[src/rtl/fxadd_pkg.sv]
package fxadd_pkg;

    typedef enum logic [2:0] {
        OP_ADD   = 3'd0,
        OP_ADDC  = 3'd1,
        OP_ADDE  = 3'd2,
        OP_ADDM1 = 3'd3,
        OP_ADDZ  = 3'd4,
        OP_ADDI  = 3'd5,
        OP_ADDIH = 3'd6,
        OP_ADDIC = 3'd7
    } add_op_e;

    function automatic logic op_writes_ca(add_op_e op);
        return (op == OP_ADDC) || (op == OP_ADDE) || (op == OP_ADDM1) ||
               (op == OP_ADDZ) || (op == OP_ADDIC);
    endfunction

    function automatic logic op_takes_oe(add_op_e op);
        return (op == OP_ADD) || (op == OP_ADDC) || (op == OP_ADDE) ||
               (op == OP_ADDM1) || (op == OP_ADDZ);
    endfunction

    function automatic logic op_takes_rc(add_op_e op);
        return (op != OP_ADDI) && (op != OP_ADDIH);
    endfunction

endpackage

[src/rtl/fxadd_opsel.sv]
module fxadd_opsel
    import fxadd_pkg::*;
#(
    parameter int W  = 32,
    parameter int IW = 16
) (
    input  add_op_e        op,
    input  logic [W-1:0]   a,
    input  logic [W-1:0]   b,
    input  logic [IW-1:0]  imm,
    input  logic           ra_zero,
    input  logic           ca_in,
    output logic [W-1:0]   x,
    output logic [W-1:0]   y,
    output logic           cin
);
    localparam int EXT = W - IW;

    logic [W-1:0] imm_sext;
    logic [W-1:0] imm_high;
    logic [W-1:0] a_or_zero;

    assign imm_sext  = {{EXT{imm[IW-1]}}, imm};
    assign imm_high  = {imm, {EXT{1'b0}}};
    assign a_or_zero = ra_zero ? '0 : a;

    always_comb begin
        x   = a;
        y   = b;
        cin = 1'b0;
        unique case (op)
            OP_ADD, OP_ADDC: begin
                y = b;
            end
            OP_ADDE: begin
                cin = ca_in;
            end
            OP_ADDM1: begin
                y   = '1;
                cin = ca_in;
            end
            OP_ADDZ: begin
                y   = '0;
                cin = ca_in;
            end
            OP_ADDI: begin
                x = a_or_zero;
                y = imm_sext;
            end
            OP_ADDIH: begin
                x = a_or_zero;
                y = imm_high;
            end
            OP_ADDIC: begin
                y = imm_sext;
            end
            default: begin
                y = b;
            end
        endcase
    end
endmodule

[src/rtl/fxadd_core.sv]
module fxadd_core #(
    parameter int W = 32
) (
    input  logic [W-1:0] x,
    input  logic [W-1:0] y,
    input  logic         cin,
    output logic [W-1:0] res,
    output logic         carry,
    output logic         ovf
);
    logic [W:0] usum;
    logic [W:0] ssum;

    always_comb begin
        usum  = {1'b0, x} + {1'b0, y} + {{W{1'b0}}, cin};
        ssum  = {x[W-1], x} + {y[W-1], y} + {{W{1'b0}}, cin};
        res   = usum[W-1:0];
        carry = usum[W];
        ovf   = ssum[W] ^ ssum[W-1];
    end
endmodule

[src/rtl/fxadd_flags.sv]
module fxadd_flags
    import fxadd_pkg::*;
#(
    parameter int W = 32
) (
    input  add_op_e       op,
    input  logic          oe_en,
    input  logic          rc_en,
    input  logic [W-1:0]  res,
    input  logic          carry,
    input  logic          ovf,
    input  logic [W-1:0]  xer_in,
    input  logic [W-1:0]  cr_in,
    output logic [W-1:0]  xer_nx,
    output logic [W-1:0]  cr_nx
);
    localparam int SO_B = W - 1;
    localparam int OV_B = W - 2;
    localparam int CA_B = W - 3;
    localparam int LT_B = W - 1;
    localparam int GT_B = W - 2;
    localparam int EQ_B = W - 3;
    localparam int CS_B = W - 4;

    logic res_zero;
    assign res_zero = (res == '0);

    always_comb begin
        xer_nx = xer_in;
        if (op_writes_ca(op)) begin
            xer_nx[CA_B] = carry;
        end
        if (oe_en && op_takes_oe(op)) begin
            xer_nx[OV_B] = ovf;
            if (ovf) begin
                xer_nx[SO_B] = 1'b1;
            end
        end

        cr_nx = cr_in;
        if (rc_en && op_takes_rc(op)) begin
            cr_nx[LT_B] = res[W-1];
            cr_nx[GT_B] = !res[W-1] && !res_zero;
            cr_nx[EQ_B] = res_zero;
            cr_nx[CS_B] = xer_nx[SO_B];
        end
    end
endmodule

[src/rtl/fxadd_flags_unit.sv]
module fxadd_flags_unit
    import fxadd_pkg::*;
#(
    parameter int W  = 32,
    parameter int IW = 16
) (
    input  logic          clk,
    input  logic          rst_n,
    input  logic          in_valid,
    input  logic [2:0]    op_sel,
    input  logic          oe_en,
    input  logic          rc_en,
    input  logic          ra_zero,
    input  logic [W-1:0]  opnd_a,
    input  logic [W-1:0]  opnd_b,
    input  logic [IW-1:0] imm16,
    input  logic [W-1:0]  xer_in,
    input  logic [W-1:0]  cr_in,
    output logic          out_valid,
    output logic [W-1:0]  sum_out,
    output logic [W-1:0]  xer_out,
    output logic [W-1:0]  cr_out
);
    localparam int SO_B = W - 1;
    localparam int OV_B = W - 2;
    localparam int LT_B = W - 1;
    localparam int EQ_B = W - 3;
    localparam int CS_B = W - 4;

    typedef struct packed {
        logic         vld;
        logic [W-1:0] sum;
        logic [W-1:0] xer;
        logic [W-1:0] cr;
    } unit_state_t;

    add_op_e      op;
    logic [W-1:0] add_x;
    logic [W-1:0] add_y;
    logic         add_cin;
    logic [W-1:0] add_res;
    logic         add_carry;
    logic         add_ovf;
    logic [W-1:0] xer_nx;
    logic [W-1:0] cr_nx;
    unit_state_t  st_d;
    unit_state_t  st_q;

    assign op = add_op_e'(op_sel);

    fxadd_opsel #(.W(W), .IW(IW)) i_opsel (
        .op      (op),
        .a       (opnd_a),
        .b       (opnd_b),
        .imm     (imm16),
        .ra_zero (ra_zero),
        .ca_in   (xer_in[W-3]),
        .x       (add_x),
        .y       (add_y),
        .cin     (add_cin)
    );

    fxadd_core #(.W(W)) i_core (
        .x     (add_x),
        .y     (add_y),
        .cin   (add_cin),
        .res   (add_res),
        .carry (add_carry),
        .ovf   (add_ovf)
    );

    fxadd_flags #(.W(W)) i_flags (
        .op     (op),
        .oe_en  (oe_en),
        .rc_en  (rc_en),
        .res    (add_res),
        .carry  (add_carry),
        .ovf    (add_ovf),
        .xer_in (xer_in),
        .cr_in  (cr_in),
        .xer_nx (xer_nx),
        .cr_nx  (cr_nx)
    );

    always_comb begin
        st_d     = st_q;
        st_d.vld = in_valid;
        if (in_valid) begin
            st_d.sum = add_res;
            st_d.xer = xer_nx;
            st_d.cr  = cr_nx;
        end
    end

    always_ff @(posedge clk or negedge rst_n) begin
        if (!rst_n) begin
            st_q <= '0;
        end else begin
            st_q <= st_d;
        end
    end

    assign out_valid = st_q.vld;
    assign sum_out   = st_q.sum;
    assign xer_out   = st_q.xer;
    assign cr_out    = st_q.cr;

    logic oe_applies;
    logic rc_applies;
    assign oe_applies = in_valid && oe_en && op_takes_oe(op);
    assign rc_applies = in_valid && rc_en && op_takes_rc(op);

    assert_valid_rise_R1: assert property (@(posedge clk) disable iff (!rst_n)
        in_valid |=> out_valid);
    assert_valid_fall_R1: assert property (@(posedge clk) disable iff (!rst_n)
        !in_valid |=> !out_valid);
    assert_so_sticky_R4: assert property (@(posedge clk) disable iff (!rst_n)
        (in_valid && xer_in[SO_B]) |=> xer_out[SO_B]);
    assert_no_ov_without_so_R4: assert property (@(posedge clk) disable iff (!rst_n)
        oe_applies |=> (!xer_out[OV_B] || xer_out[SO_B]));
    assert_cr_so_mirror_R6: assert property (@(posedge clk) disable iff (!rst_n)
        rc_applies |=> (cr_out[CS_B] == xer_out[SO_B]));
    assert_cr_onehot_R5: assert property (@(posedge clk) disable iff (!rst_n)
        rc_applies |=> ($countones(cr_out[LT_B:EQ_B]) == 1));
    assert_cr_low_pass_R7: assert property (@(posedge clk) disable iff (!rst_n)
        in_valid |=> (cr_out[CS_B-1:0] == $past(cr_in[CS_B-1:0])));
    assert_hold_R10: assert property (@(posedge clk) disable iff (!rst_n)
        !in_valid |=> ($stable(sum_out) && $stable(xer_out) && $stable(cr_out)));
endmodule

[config.mk]
export PLATFORM = sky130hd
export DESIGN_NAME = fxadd_flags_unit
export DESIGN_NICKNAME = d
export VERILOG_FILES = /design/src/rtl/fxadd_pkg.sv /design/src/rtl/fxadd_opsel.sv /design/src/rtl/fxadd_core.sv /design/src/rtl/fxadd_flags.sv /design/src/rtl/fxadd_flags_unit.sv
export SDC_FILE = /design/constraint.sdc
export NUM_CORES = 1
export LEC_CHECK = 0
export ABC_CLOCK_PERIOD_IN_PS = 1100
export BUFFER_PORTS_ARGS = -buffer_cell sky130_fd_sc_hd__buf_2
export CAP_MARGIN = 40
export CORE_MARGIN = 8
export CORE_UTILIZATION = 24
export CTS_CLUSTER_SIZE = 25
export DETAILED_ROUTE_END_ITERATION = 8
export PLACE_DENSITY = 0.41
export SLEW_MARGIN = 5
export SYNTH_ARGS = -nofsm -noshare
export SYNTH_HDL_FRONTEND = slang
export SYNTH_SLANG_ARGS = --single-unit
export TNS_END_PERCENT = 30
[constraint.sdc]
create_clock -name clk -period 1.1 [get_ports clk]
set_clock_uncertainty 0.1 [all_clocks]
set_input_delay 0.11 -clock clk [delete_from_list [all_inputs] [get_ports clk]]
set_output_delay 0.11 -clock clk [all_outputs]
set_load 0.005 [all_outputs]
==> results.py <==
metrics = {
    "status": {
        "status": "finished, violations left",
        "violations": "setup timing",
    },
    "critical_path": {
        "regToRegStartpoint": "cr_out[30]$_DFFE_PN0P_",
        "slowest_stage": "a2111oi_4",
        "required_ns": 1.23,
        "worst-path-buf-inv": 4,
        "crit_path_end": "cr_out[30]$_DFFE_PN0P_",
        "reg2reg_slack_ns": 0.16,
        "crit_start": "op_sel[2]",
        "start_kind": "input pin",
        "cp.depth": 18,
        "crit_arrival_ns": 3.36,
        "crit_family": "compound AO/OA/AOI/OAI gates",
        "cp_cell_sequence": "buf_6, nor2b_4, buf_6, a21oi_2, a2bb2oi_2, fa_2, buf_4, buf_4, nor2b_4, o2111a_2, o2111ai_4, a2111oi_4, a2bb2oi_4, a211oi_2, a211oi_2, and4_4, and4b_1, o21ai_1",
        "r2r_end": "cr_out[30]$_DFFE_PN0P_",
        "cpPeakStageDelay_ns": 0.46,
        "r2r_cells": 3,
        "cp_max_fo": 7,
        "setup.worst_path.class": "input pin to flip-flop",
        "cp-end-kind": "flip-flop",
    },
    "floorplanning": {
        "rows": 60,
        "io_pins": 250,
        "coreArea_um2": 26900,
        "die_y_um": 181,
        "start_util": 0.243,
        "floorplan.die_area_um2": 32800,
        "die_w_um": 181,
    },
    "power_and_ir_drop": {
        "swShare": 0.344,
        "p_sw_w": 0.00522,
        "p_comb_frac": 0.494,
        "ir_drop_v": 0.000732,
        "power.share.sequential": 0.300,
        "clock_power_share": 0.206,
        "p_per_area_nw_per_um2": 1290,
        "p_leak_nw": 5.45,
        "p_int_w": 0.00994,
        "p_total_w": 0.0152,
    },
    "cells_and_area": {
        "n_fill_cell": 2657,
        "regArea_um2": 2430,
        "drive_gt1_frac": 0.590,
        "fin_cells": 1512,
        "n_antenna_cell": 0,
        "areaGrowthSynthToFinish_pct": 79.2,
        "multi_input_area_um2": 4800,
        "nets": 1352,
        "fin_area_um2": 11700,
    },
    "sta": {
        "layout_setup_ws_ns": -2.13,
        "clock.fmax_mhz": 309,
        "relSlewSlack": 0.667,
        "rsz0062_at_grt": "true",
        "worst_pin_slew_ns": 0.494,
        "drv_slew": 0,
        "min_period_ns": 3.23,
        "finalSetupTns_ns": -61.52,
        "min_period_over_period": 2.94,
        "hold_viol": 0,
        "setup_viol": 41,
    },
    "yosys": {
        "synth_warnings": 0,
        "synthMuxAreaShare": 0.155,
        "synthCells": 677,
        "synth_compound_area_frac": 0.179,
        "synth_area_leaders": "dfrtp_1 37%, mux2_2 14%, ha_1 5.9%, a21oi_1 4.4%, and2_1 3.4%",
        "ys_types": 65,
        "synth-edff-count": 0,
        "synth_xor_area_frac": 0.0388,
        "synthArstFlopShare": 1.00,
        "ys_ff_latch": 97,
        "synth_area_um2": 6540,
        "ys_seq_area_frac": 0.371,
        "syn_nets": 863,
        "synth_simple_gate_area_share": 0.151,
        "synth_fa_ha_area_frac": 0.0654,
        "syn_area_per_cell_um2": 9.66,
        "ys.flop_type": "dfrtp_1",
        "synth_top_family_by_area": "compound AO/OA/AOI/OAI gates",
        "yosysTopAreaCellShare": 0.371,
        "yosys.area.top_type": "dfrtp_1",
    },
    "grt": {
        "grtUsageMet2": 0.286,
        "grt_usage": 0.168,
        "grt_use_met1": 0.211,
        "grt_pass1_vias": 7565,
        "grt_overflow": 0,
        "antenna_found_initial": 0,
        "busiest_layer": "met2",
        "grt_pass1_wl_mm": 43.7,
        "grt_max_degree": 31,
        "met3_usage": 0.0409,
    },
    "route": {
        "drc": 0,
        "viasPerCell": 4.62,
        "wl_mm": 27.8,
        "firstDrtPassIters": 4,
        "initialDrtViolationCount": 296,
        "antenna_left": 0,
        "routedWlPerCell_um": 18.4,
        "vias": 6980,
    },
    "placement": {
        "finalWeightedCongestion": 0.843,
        "place_ws_ns": -2.58,
        "numPortBuffers": 249,
        "place_area_um2": 9540,
        "hpwl_mm": 22.3,
        "dp_cells": 1398,
    },
    "flow_run": {
        "drv_cap": 0,
    },
    "worst_hold_path": {
        "hp-class": "input pin to flip-flop",
    },
    "clocking": {
        "cts_buffer_depth": 2,
        "cts-root-buf": "clkbuf_16",
        "cts_tree": "yes",
        "cts_htree_levels": 3,
        "insertion_delay_ns": 0.34,
        "clock_sinks": 97,
        "clk_pin_slew_worst_paths_ns": 0.07,
        "numCtsBuffers": 9,
    },
}
[sequential cells by signal, summed over array words and instances (netlist names)]
name,cells
out_valid,1
sum_out,32
cr_out,32
xer_out,32
[cells by family after synthesis]
logic type               after synthesis
AND/OR/NAND/NOR                      193
AO/OA/AOI/OAI                        165
flip-flops                            97
multiplexers                          91
buffers and inverters                 69
adder cells (fa/ha/maj)               33
XOR/XNOR                              29
[per-stage QoR]
| stage | util | hold slack [ns] |
|---|---|---|
| detailed placement | 0.355 | -0.130 |
| global route | 0.436 | 0.0565 |
| finish | 0.436 | 0.0353 |
| global placement | 0.355 | -0.122 |
| CTS | 0.424 | 0.0252 |
| floorplan | - | -0.286 |
[metal layers]
layer	vias up	part of all wire
li1	3429	-
met1	3317	0.45
met2	213	0.47
met3	21	0.062
met4	0	0.017
met5	-	0
[synth_stat cells, drive strengths merged, types with 4 or more instances]
master   number
xor2         11
nor2         37
o21a          4
nand2b       10
o221ai        9
and3          5
a31oi         9
o211ai        5
o22ai         9
ha           31
dfrtp        97
nand2        58
a211oi        5
nand4         9
mux2         81
clkbuf       35
o2bb2ai       8
and4          5
and2         36
nor2b         6
a21oi        59
nor3          5
a21o          6
xnor2        18
nand3         9
mux2i        10
o21ai        29
inv          29
[worst reg2reg max path: stages, from the launching register on]
cell     delay (ns)
dfrtp_1        0.38
nor2b_1        0.13
a31oi_1        0.14
o21ai_1        0.08
[power groups by stage]
stage / combinational [W] / sequential [W] / clock (W)
floorplan: 0.00274 / 0.00468 / 0
global placement: 0.00615 / 0.00461 / 0
detailed placement: 0.00612 / 0.00462 / 0
CTS: 0.00726 / 0.00456 / 0.00329
global route: 0.00813 / 0.00465 / 0.00341
finish: 0.00749 / 0.00455 / 0.00313
[cell usage in the layout, fill, tap and decap left out, types with 8 or more instances in the layout]
cell	n
buf_4	175
buf_6	22
and2_4	12
a21oi_2	20
and2_1	24
ha_4	17
buf_2	242
clkbuf_16	9
nor2_1	33
o21ai_0	13
xnor2_2	8
ha_1	13
a21oi_1	36
nand2_1	51
mux2i_1	10
inv_1	28
nand4_1	9
o21ai_1	8
mux2_2	74
xnor2_1	8
dlygate4sd3_1	65
buf_12	9
nand2b_1	9
dfrtp_1	97
[worst min path at each step]
stage	depth (start not counted)	end	startpoint	slack, ns
after global routing	2	cr_out[7]$_DFFE_PN0P_	rst_n	0.06
after global placement	1	cr_out[7]$_DFFE_PN0P_	rst_n	-0.12
final	4	xer_out[30]$_DFFE_PN0P_	xer_in[30]	0.04
after CTS	4	xer_out[30]$_DFFE_PN0P_	xer_in[30]	0.03
after detailed placement	1	cr_out[7]$_DFFE_PN0P_	rst_n	-0.13
after floorplan	0	cr_out[0]$_DFFE_PN0P_	rst_n	-0.29
[cell type report]
cell class / instances / share of cell area
clock inverter: 6 / 0.00491
sequential: 97 / 0.207
timing repair buffer: 516 / 0.313
clock buffer: 10 / 0.0195
tap: 341 / 0.0364
multi-input combinational: 511 / 0.409
inverter: 31 / 0.0100
[repair_timing]
item                                   in CTS  in global routing
resized for setup                         132                 45
setup endpoints to repair                  49                 98
hold buffers                               65                  0
gates cloned                                1                  0
buffers inserted                           22                 12
endpoints found under the hold margin     160                  0
pin swaps                                  47                 23
(Power assumes the default switching activity.)
